[src/rtl/sram_ctrl_pkg.sv]
package sram_ctrl_pkg;

  typedef enum logic [2:0] {
    S_IDLE  = 3'd0,
    S_RD    = 3'd1,
    S_WR    = 3'd2,
    S_WHOLD = 3'd3,
    S_REC   = 3'd4
  } seq_state_e;

  // Whole clock cycles that cover a nanosecond limit, never fewer than one.
  function automatic int ns2cyc(input int ns, input int period);
    int c;
    c = (ns + period - 1) / period;
    if (c < 1) c = 1;
    return c;
  endfunction

  function automatic int imax(input int a, input int b);
    return (a > b) ? a : b;
  endfunction

endpackage

[src/rtl/sram_wait_ctr.sv]
module sram_wait_ctr #(
  parameter int CNT_W = 4
) (
  input  logic             clk,
  input  logic             rst_n,
  input  logic             ld,
  input  logic [CNT_W-1:0] ld_val,
  output logic             zero
);

  logic [CNT_W-1:0] cnt_q, cnt_d;
  logic             cnt_en;

  always_comb begin
    cnt_en = ld || (cnt_q != '0);
    cnt_d  = ld ? ld_val : (cnt_q - 1'b1);
  end

  always_ff @(posedge clk or negedge rst_n) begin
    if (!rst_n)      cnt_q <= '0;
    else if (cnt_en) cnt_q <= cnt_d;
  end

  assign zero = (cnt_q == '0);

endmodule

[src/rtl/sram_seq_fsm.sv]
module sram_seq_fsm
  import sram_ctrl_pkg::*;
#(
  parameter int N_RD   = 10,
  parameter int N_WR   = 8,
  parameter int N_RREC = 2,
  parameter int N_WREC = 1,
  parameter int CNT_W  = 4
) (
  input  logic             clk,
  input  logic             rst_n,
  input  logic             req_valid,
  input  logic             req_write,
  input  logic             zero,
  output logic             req_ready,
  output logic             accept,
  output logic             capture,
  output logic             done_d,
  output logic             ld,
  output logic [CNT_W-1:0] ld_val,
  output seq_state_e       nxt
);

  localparam logic [CNT_W-1:0] LD_RD   = CNT_W'(N_RD - 1);
  localparam logic [CNT_W-1:0] LD_WR   = CNT_W'(N_WR - 1);
  localparam logic [CNT_W-1:0] LD_RREC = CNT_W'(N_RREC - 1);
  localparam logic [CNT_W-1:0] LD_WREC = CNT_W'(N_WREC - 1);

  seq_state_e state_q;

  always_comb begin
    nxt     = state_q;
    accept  = 1'b0;
    capture = 1'b0;
    done_d  = 1'b0;
    ld      = 1'b0;
    ld_val  = '0;
    unique case (state_q)
      S_IDLE: begin
        if (req_valid) begin
          accept = 1'b1;
          ld     = 1'b1;
          if (req_write) begin
            nxt    = S_WR;
            ld_val = LD_WR;
          end else begin
            nxt    = S_RD;
            ld_val = LD_RD;
          end
        end
      end
      S_RD: begin
        if (zero) begin
          capture = 1'b1;
          done_d  = 1'b1;
          nxt     = S_REC;
          ld      = 1'b1;
          ld_val  = LD_RREC;
        end
      end
      S_WR: begin
        if (zero) nxt = S_WHOLD;
      end
      S_WHOLD: begin
        done_d = 1'b1;
        nxt    = S_REC;
        ld     = 1'b1;
        ld_val = LD_WREC;
      end
      S_REC: begin
        if (zero) nxt = S_IDLE;
      end
      default: nxt = S_IDLE;
    endcase
  end

  always_ff @(posedge clk or negedge rst_n) begin
    if (!rst_n) state_q <= S_IDLE;
    else        state_q <= nxt;
  end

  assign req_ready = (state_q == S_IDLE);

  // once an access is under way, the host side is closed until recovery ends
  p_busy_closed_r2: assert property (@(posedge clk) disable iff (!rst_n)
    accept |=> !req_ready);

endmodule

[src/rtl/sram_io_regs.sv]
module sram_io_regs
  import sram_ctrl_pkg::*;
#(
  parameter int ADDR_W = 19,
  parameter int DATA_W = 8
) (
  input  logic              clk,
  input  logic              rst_n,
  input  logic              accept,
  input  logic              capture,
  input  logic              done_d,
  input  seq_state_e        nxt,
  input  logic [ADDR_W-1:0] req_addr,
  input  logic [DATA_W-1:0] req_wdata,
  input  logic [DATA_W-1:0] mem_dq_i,
  output logic [ADDR_W-1:0] mem_addr,
  output logic              mem_ce_n,
  output logic              mem_we_n,
  output logic              mem_oe_n,
  output logic [DATA_W-1:0] mem_dq_o,
  output logic              mem_dq_oe,
  output logic [DATA_W-1:0] rsp_rdata,
  output logic              rsp_done
);

  logic ce_n_d, we_n_d, oe_n_d, dq_oe_d;

  // Strobe levels follow the state being entered, so they leave a flop cleanly.
  always_comb begin
    ce_n_d  = !((nxt == S_RD) || (nxt == S_WR) || (nxt == S_WHOLD));
    we_n_d  = !(nxt == S_WR);
    oe_n_d  = !(nxt == S_RD);
    dq_oe_d =  (nxt == S_WR) || (nxt == S_WHOLD);
  end

  always_ff @(posedge clk or negedge rst_n) begin
    if (!rst_n) begin
      mem_ce_n  <= 1'b1;
      mem_we_n  <= 1'b1;
      mem_oe_n  <= 1'b1;
      mem_dq_oe <= 1'b0;
      rsp_done  <= 1'b0;
    end else begin
      mem_ce_n  <= ce_n_d;
      mem_we_n  <= we_n_d;
      mem_oe_n  <= oe_n_d;
      mem_dq_oe <= dq_oe_d;
      rsp_done  <= done_d;
    end
  end

  always_ff @(posedge clk or negedge rst_n) begin
    if (!rst_n) begin
      mem_addr <= '0;
      mem_dq_o <= '0;
    end else if (accept) begin
      mem_addr <= req_addr;
      mem_dq_o <= req_wdata;
    end
  end

  always_ff @(posedge clk or negedge rst_n) begin
    if (!rst_n)       rsp_rdata <= '0;
    else if (capture) rsp_rdata <= mem_dq_i;
  end

  // the driver is only on when the memory output stage is off
  p_no_contention_r5: assert property (@(posedge clk) disable iff (!rst_n)
    mem_dq_oe |-> mem_oe_n);

  // a read strobe only appears with chip select and without write strobe
  p_read_strobes_r3: assert property (@(posedge clk) disable iff (!rst_n)
    !mem_oe_n |-> (!mem_ce_n && mem_we_n));

  // a write strobe comes with chip select, driven data and read strobe high
  p_write_oe_high_r4: assert property (@(posedge clk) disable iff (!rst_n)
    !mem_we_n |-> (!mem_ce_n && mem_oe_n && mem_dq_oe));

  // address holds across a selected interval
  p_addr_stable_r7: assert property (@(posedge clk) disable iff (!rst_n)
    (!mem_ce_n && $past(!mem_ce_n)) |-> $stable(mem_addr));

  // driven data holds while the driver stays on
  p_data_stable_r7: assert property (@(posedge clk) disable iff (!rst_n)
    (mem_dq_oe && $past(mem_dq_oe)) |-> $stable(mem_dq_o));

  // completion is a single-cycle pulse
  p_done_pulse_r9: assert property (@(posedge clk) disable iff (!rst_n)
    rsp_done |=> !rsp_done);

endmodule

[src/rtl/sram_async_ctrl.sv]
module sram_async_ctrl
  import sram_ctrl_pkg::*;
#(
  parameter int ADDR_W           = 19,
  parameter int DATA_W           = 8,
  parameter int CLK_PERIOD_NS    = 10,
  parameter int T_ACCESS_NS      = 100,
  parameter int T_CYCLE_NS       = 100,
  parameter int T_WE_PULSE_NS    = 60,
  parameter int T_ADDR_TO_END_NS = 80,
  parameter int T_DATA_SETUP_NS  = 40,
  parameter int T_OE_RELEASE_NS  = 30,
  parameter int T_WE_GAP_NS      = 5
) (
  input  logic              clk,
  input  logic              rst_n,
  input  logic              req_valid,
  output logic              req_ready,
  input  logic              req_write,
  input  logic [ADDR_W-1:0] req_addr,
  input  logic [DATA_W-1:0] req_wdata,
  output logic [DATA_W-1:0] rsp_rdata,
  output logic              rsp_done,
  output logic [ADDR_W-1:0] mem_addr,
  output logic              mem_ce_n,
  output logic              mem_we_n,
  output logic              mem_oe_n,
  output logic [DATA_W-1:0] mem_dq_o,
  output logic              mem_dq_oe,
  input  logic [DATA_W-1:0] mem_dq_i
);

  localparam int N_CYC  = ns2cyc(T_CYCLE_NS, CLK_PERIOD_NS);
  localparam int N_RD   = imax(ns2cyc(T_ACCESS_NS, CLK_PERIOD_NS), N_CYC);
  localparam int N_WR   = imax(imax(ns2cyc(T_WE_PULSE_NS, CLK_PERIOD_NS),
                                    ns2cyc(T_ADDR_TO_END_NS, CLK_PERIOD_NS)),
                               ns2cyc(T_DATA_SETUP_NS, CLK_PERIOD_NS));
  localparam int N_TURN = ns2cyc(T_OE_RELEASE_NS, CLK_PERIOD_NS);
  localparam int N_WGAP = ns2cyc(T_WE_GAP_NS, CLK_PERIOD_NS);
  // Recovery after a read: strobe rise to next drive is N_RREC+1 cycles.
  localparam int N_RREC = imax(1, N_TURN - 1);
  // Recovery after a write: covers both the cycle time and the strobe gap.
  localparam int N_WREC = imax(1, imax(N_CYC - N_WR - 2, N_WGAP - 2));
  localparam int N_MAX  = imax(imax(N_RD, N_WR), imax(N_RREC, N_WREC));
  localparam int CNT_W  = $clog2(N_MAX + 1);

  // Reset: asserted at once, released through two flops.
  logic [1:0] rst_sync_q;
  logic       rst_int_n;

  always_ff @(posedge clk or negedge rst_n) begin
    if (!rst_n) rst_sync_q <= 2'b00;
    else        rst_sync_q <= {rst_sync_q[0], 1'b1};
  end
  assign rst_int_n = rst_sync_q[1];

  logic             ctr_ld, ctr_zero;
  logic [CNT_W-1:0] ctr_ld_val;
  logic             accept, capture, done_d;
  seq_state_e       nxt;

  sram_wait_ctr #(.CNT_W(CNT_W)) u_ctr (
    .clk    (clk),
    .rst_n  (rst_int_n),
    .ld     (ctr_ld),
    .ld_val (ctr_ld_val),
    .zero   (ctr_zero)
  );

  sram_seq_fsm #(
    .N_RD   (N_RD),
    .N_WR   (N_WR),
    .N_RREC (N_RREC),
    .N_WREC (N_WREC),
    .CNT_W  (CNT_W)
  ) u_fsm (
    .clk       (clk),
    .rst_n     (rst_int_n),
    .req_valid (req_valid),
    .req_write (req_write),
    .zero      (ctr_zero),
    .req_ready (req_ready),
    .accept    (accept),
    .capture   (capture),
    .done_d    (done_d),
    .ld        (ctr_ld),
    .ld_val    (ctr_ld_val),
    .nxt       (nxt)
  );

  sram_io_regs #(.ADDR_W(ADDR_W), .DATA_W(DATA_W)) u_io (
    .clk       (clk),
    .rst_n     (rst_int_n),
    .accept    (accept),
    .capture   (capture),
    .done_d    (done_d),
    .nxt       (nxt),
    .req_addr  (req_addr),
    .req_wdata (req_wdata),
    .mem_dq_i  (mem_dq_i),
    .mem_addr  (mem_addr),
    .mem_ce_n  (mem_ce_n),
    .mem_we_n  (mem_we_n),
    .mem_oe_n  (mem_oe_n),
    .mem_dq_o  (mem_dq_o),
    .mem_dq_oe (mem_dq_oe),
    .rsp_rdata (rsp_rdata),
    .rsp_done  (rsp_done)
  );

  // Checker counters for the timing windows.
  localparam int GAP_W = $clog2(N_TURN + 2);
  localparam int WL_W  = $clog2(N_WR + 2);

  logic [GAP_W-1:0] oe_gap_q;
  logic [WL_W-1:0]  we_low_q;

  always_ff @(posedge clk or negedge rst_n) begin
    if (!rst_n)                oe_gap_q <= '1;
    else if (!mem_oe_n)        oe_gap_q <= '0;
    else if (oe_gap_q != '1)   oe_gap_q <= oe_gap_q + 1'b1;
  end

  always_ff @(posedge clk or negedge rst_n) begin
    if (!rst_n)                we_low_q <= '0;
    else if (mem_we_n)         we_low_q <= '0;
    else if (we_low_q != '1)   we_low_q <= we_low_q + 1'b1;
  end

  // driver turns on only after the release time has passed
  p_turnaround_r6: assert property (@(posedge clk) disable iff (!rst_n)
    $rose(mem_dq_oe) |-> (oe_gap_q >= GAP_W'(N_TURN)));

  // write strobe low for the whole derived pulse
  p_we_width_r4: assert property (@(posedge clk) disable iff (!rst_n)
    $rose(mem_we_n) |-> (we_low_q >= WL_W'(N_WR)));

  // an idle controller leaves the memory deselected and the bus free
  p_idle_quiet_r2: assert property (@(posedge clk) disable iff (!rst_n)
    req_ready |-> (mem_ce_n && !mem_dq_oe));

endmodule

[config.mk]
export PLATFORM = sky130hd
export DESIGN_NAME = sram_async_ctrl
export DESIGN_NICKNAME = d
export VERILOG_FILES = /design/src/rtl/sram_ctrl_pkg.sv /design/src/rtl/sram_wait_ctr.sv /design/src/rtl/sram_seq_fsm.sv /design/src/rtl/sram_io_regs.sv /design/src/rtl/sram_async_ctrl.sv
export SDC_FILE = /design/constraint.sdc
export NUM_CORES = 1
export LEC_CHECK = 0
export ABC_CLOCK_PERIOD_IN_PS = 1700
export BUFFER_PORTS_ARGS = -buffer_cell sky130_fd_sc_hd__buf_2
export CORE_UTILIZATION = 48
export DETAILED_ROUTE_END_ITERATION = 6
export PLACE_DENSITY_LB_ADDON = 0.08
export REMOVE_ABC_BUFFERS = 1
export SETUP_SLACK_MARGIN = 0.2
export SYNTH_ARGS = -nofsm -noshare
export SYNTH_HDL_FRONTEND = slang
export SYNTH_HIERARCHICAL = 1
export SYNTH_SLANG_ARGS = --single-unit
[constraint.sdc]
create_clock -name clk -period 1.7 [get_ports clk]
set_input_delay 0.255 -clock clk [delete_from_list [all_inputs] [get_ports clk]]
set_output_delay 0.255 -clock clk [all_outputs]
set_load 0.005 [all_outputs]
==> results.toml <==
[run_status]
status = "finished with violations"
violations = "negative setup slack"

[logic_synthesis]
synth-seq-cells = 49
syn_avg_cell_area_sq_um = 15.21
yosysSeqAreaShare_pct = 58.58
syn_inst = 138
ys_types = 32
synth_area_sq_mm = 0.002100
ys_warn_count = 6

[worst_setup_path]
cp_top_family = "simple AND/OR/NAND/NOR gates"
crit_top_cell = "buf_4"
crit_arrival_ps = 2120
critPathKind = "reg2reg"
crit_chain = "inv_2 -> ha_4 -> nor3b_4 -> buf_4 -> nor2_2 -> buf_4 -> a21o_1 -> or3b_4"
end_kind = "flip-flop"
worstPathRequired_ps = 1920
cp_slowest_stage_delay_ps = 400
cpMaxStageDelayCell = "or3b_4"
worst-path-max-fanout = 4
startpoint_type = "flip-flop"
cp_num_buf_inv = 3

[grt]
track_usage_pct = 20.13
grt_pass1_vias = 1417
grt_pass1_wl_um = 6699
grt_overflow = 0
antenna_found_initial = 0
grt_max_degree = 37

[power_and_ir_drop]
switching_share_pct = 31.65
peakVddDrop_uv = 864.3
power_frac_seq_pct = 36.3
intPower_uw = 3903
power_frac_clock_pct = 11.8
p_leak_uw = 0.001514
power_per_cell_area_mw_per_mm2 = 1910
p_comb_share_pct = 51.9
p_switching_uw = 1807

[drt]
final_antenna_net_count = 0
wl_per_cell_um = 15.90
vias = 1497
vias_per_cell = 5.040
firstDrtPassIters = 4
drtIter0Drc = 73
drcViolationCount = 0
drt_wl_total_um = 4722

[cts]
clk_pin_slew_ps = 90
cts_sinks = 49
htree_levels = 2
clock_latency_ps = 300
cts_tree = "done"
cts-buffers-inserted = 5
clk_path_buf_depth = 2
root_buffer = "clkbuf_8"

[die]
io_pins = 80
placementRows = 23
core_area_sq_mm = 0.004086
die_area_sq_mm = 0.004642
fp.dieH_um = 68.14
die_w_um = 68.14
initial_core_util_pct = 51.38

[placed_design]
place_hpwl_um = 2809
gp_congestion = 0.7006
place_ws_ps = -233.5
portBuffers = 79

[sta]
post-route-min-period_ps = 1902
fin_skew_ps = 9.099
finalWorstSetupSlack_ps = -202.1
fin_setup_tns_ps = -1723
rsz0062_at_grt = "true"
setup_viol_count_final = 15
worstMarginPinSlew_ps = 519.7
max_freq_mhz = 525.7
finalMaxSlewViolations = 0
max_slew_margin_pct = 65.09
hold_viol = 0
timing.final.crit_share_pct = 111.9

[finish]
final_util_pct = 73.15
multi_input_area_sq_um = 877.1
final.fill_count = 291
nets = 286
regArea_sq_mm = 0.001235
diodes = 0
syn2layout_area_growth_pct = 42.37
drive_above_1_share_pct = 69.64

[run]
max_cap_viol_count = 0

[min_path]
min_path_type = "reg2async"
Yosys cell counts, drive strengths merged:
library cell  instances  area share (%)
mux2                 36              23
and2b                 3             1.1
nor3                  5             1.2
nor3b                 2             1.3
nand2b                1            0.30
dfrtp                46              55
or3b                  2            0.83
nor2                  3            0.54
xnor2                 1            0.42
buf                   8             4.2
nand2                 4            0.71
o21bai                1            0.36
o21ai                 5             1.2
a21oi                 3            0.71
a211oi                1            0.36
clkbuf                1            0.18
ha                    1            0.60
mux2i                 2            0.95
dfstp                 3             3.8
nor2b                 3            0.89
a221o                 1            0.48
and2                  1            0.30
nor4b                 1             1.1
inv                   2            0.36
conb                  1            0.18
a21o                  1            0.36
worst reg2reg max path: cells and delay by family, from the launching register on:
family | cells | cell delay, ps
and+or+nand+nor | 3 | 720
buffers and inverters | 3 | 400
DFF | 1 | 390
AOI/OAI and AO/OA | 1 | 190
adders and majority gates | 1 | 140
final cells by class:
type | count | area share (%)
Clock inverter | 1 | 0.2930
Inverter | 2 | 0.2512
Multi-Input combinational cell | 78 | 29.34
Clock buffer | 7 | 2.553
Timing Repair Buffer | 110 | 24.15
Sequential cell | 49 | 41.31
Tap cell | 50 | 2.093
state kept, by name (all words and copies together), names as in the netlist:
register / count
u_io/mem_addr: 19
u_io/mem_ce_n: 1
u_io/mem_dq_o: 8
u_fsm/state_q: 3
u_io/mem_oe_n: 1
u_io/rsp_rdata: 8
u_io/mem_we_n: 1
u_io/rsp_done: 1
rst_sync_q: 2
u_io/mem_dq_oe: 1
u_ctr/cnt_q: 4
cells by family (layout without fill, tap and decap cells):
logic type,after synthesis,in the layout,share of synthesized area (%)
other,1,1,0.1786
multiplexers,38,38,23.84
AND/OR/NAND/NOR,25,25,8.224
adder cells (fa/ha/maj),1,1,0.5959
flip-flops,49,49,58.58
AO/OA/AOI/OAI,12,12,3.457
XOR/XNOR,1,1,0.4172
buffers and inverters,11,120,4.708
layer usage:
| layer | vias to the layer above | routed length (um) | GRT usage (%) |
|---|---|---|---|
| met3 | 2 | 253 | 5.667 |
| met4 | 0 | 23 | 4.688 |
| met5 | - | 0 | 0 |
| met1 | 745 | 2036 | 25.16 |
| met2 | 64 | 2409 | 34.31 |
| li1 | 686 | - | - |
power groups by stage:
stage                     logic (uW)  registers, uW  clock network [uW]
after floorplan                 1240           2120                   0
after global routing            3170           2130                 737
final                           2970           2070                 672
after detailed placement        2190           2080                   0
after CTS                       2640           2060                 682
after global placement          2130           2050                   0
metrics by stage:
step | total power (uW) | area (sq um) | cells | hold WS [ps]
2_1_floorplan | 3358 | 2008 | 129 | -40.59
4_1_cts | 5387 | 2865 | 292 | 158.4
6_report | 5710 | 2989 | 297 | 151.8
5_1_grt | 6037 | 2989 | 297 | 163.0
3_3_place_gp | 4181 | 2575 | 269 | 40.53
3_5_place_dp | 4272 | 2575 | 269 | 42.56
cell usage in the layout (no fill, tap or decap), types with 2 or more instances in the layout:
master | netlist | routed
buf_2 | 2 | 79
dfrtp_1 | 46 | 42
mux2_4 | 20 | 35
buf_4 | 2 | 20
clkbuf_8 | 0 | 5
buf_6 | 2 | 5
dfrtp_2 | 0 | 4
nor3_1 | 5 | 4
nand2_1 | 4 | 3
nor2b_1 | 3 | 3
and2b_1 | 3 | 3
dfstp_2 | 3 | 3
clkbuf_1 | 1 | 2
buf_16 | 0 | 2
buf_12 | 2 | 2
inv_2 | 0 | 2
o21ai_2 | 0 | 2
mux2i_1 | 2 | 2
o21ai_1 | 1 | 2
nor2_1 | 3 | 2
a21oi_1 | 3 | 2
or3b_4 | 0 | 2
timing repair:
item | in CTS | in global routing
pin swaps | 7 | 5
endpoints found under the hold margin | 2 | 0
setup buffers | 11 | 5
gates cloned | 3 | 0
resized for setup | 20 | 23
setup endpoints to repair | 45 | 45
hold buffers | 1 | 0
final timing paths:
check                                            from  cells after the start                       endpoint  slack [ps]
min in group clk                         req_wdata[3]                      2   u_io/mem_dq_o[3]$_DFFE_PN0P_         180
max                        u_ctr/cnt_q[1]$_DFFE_PN0P_                      8        u_io/mem_we_n$_DFF_PN1_        -200
min reg2reg                   rst_sync_q[1]$_DFF_PN0_                      0  u_io/rsp_rdata[7]$_DFFE_PN0P_         150
min                           rst_sync_q[1]$_DFF_PN0_                      0  u_io/rsp_rdata[7]$_DFFE_PN0P_         150
max reg2reg                u_ctr/cnt_q[1]$_DFFE_PN0P_                      8        u_io/mem_we_n$_DFF_PN1_        -200
max in group asynchronous     rst_sync_q[1]$_DFF_PN0_                      1        u_io/mem_ce_n$_DFF_PN1_        1000
Note: power is estimated with default switching activity, not from simulation.
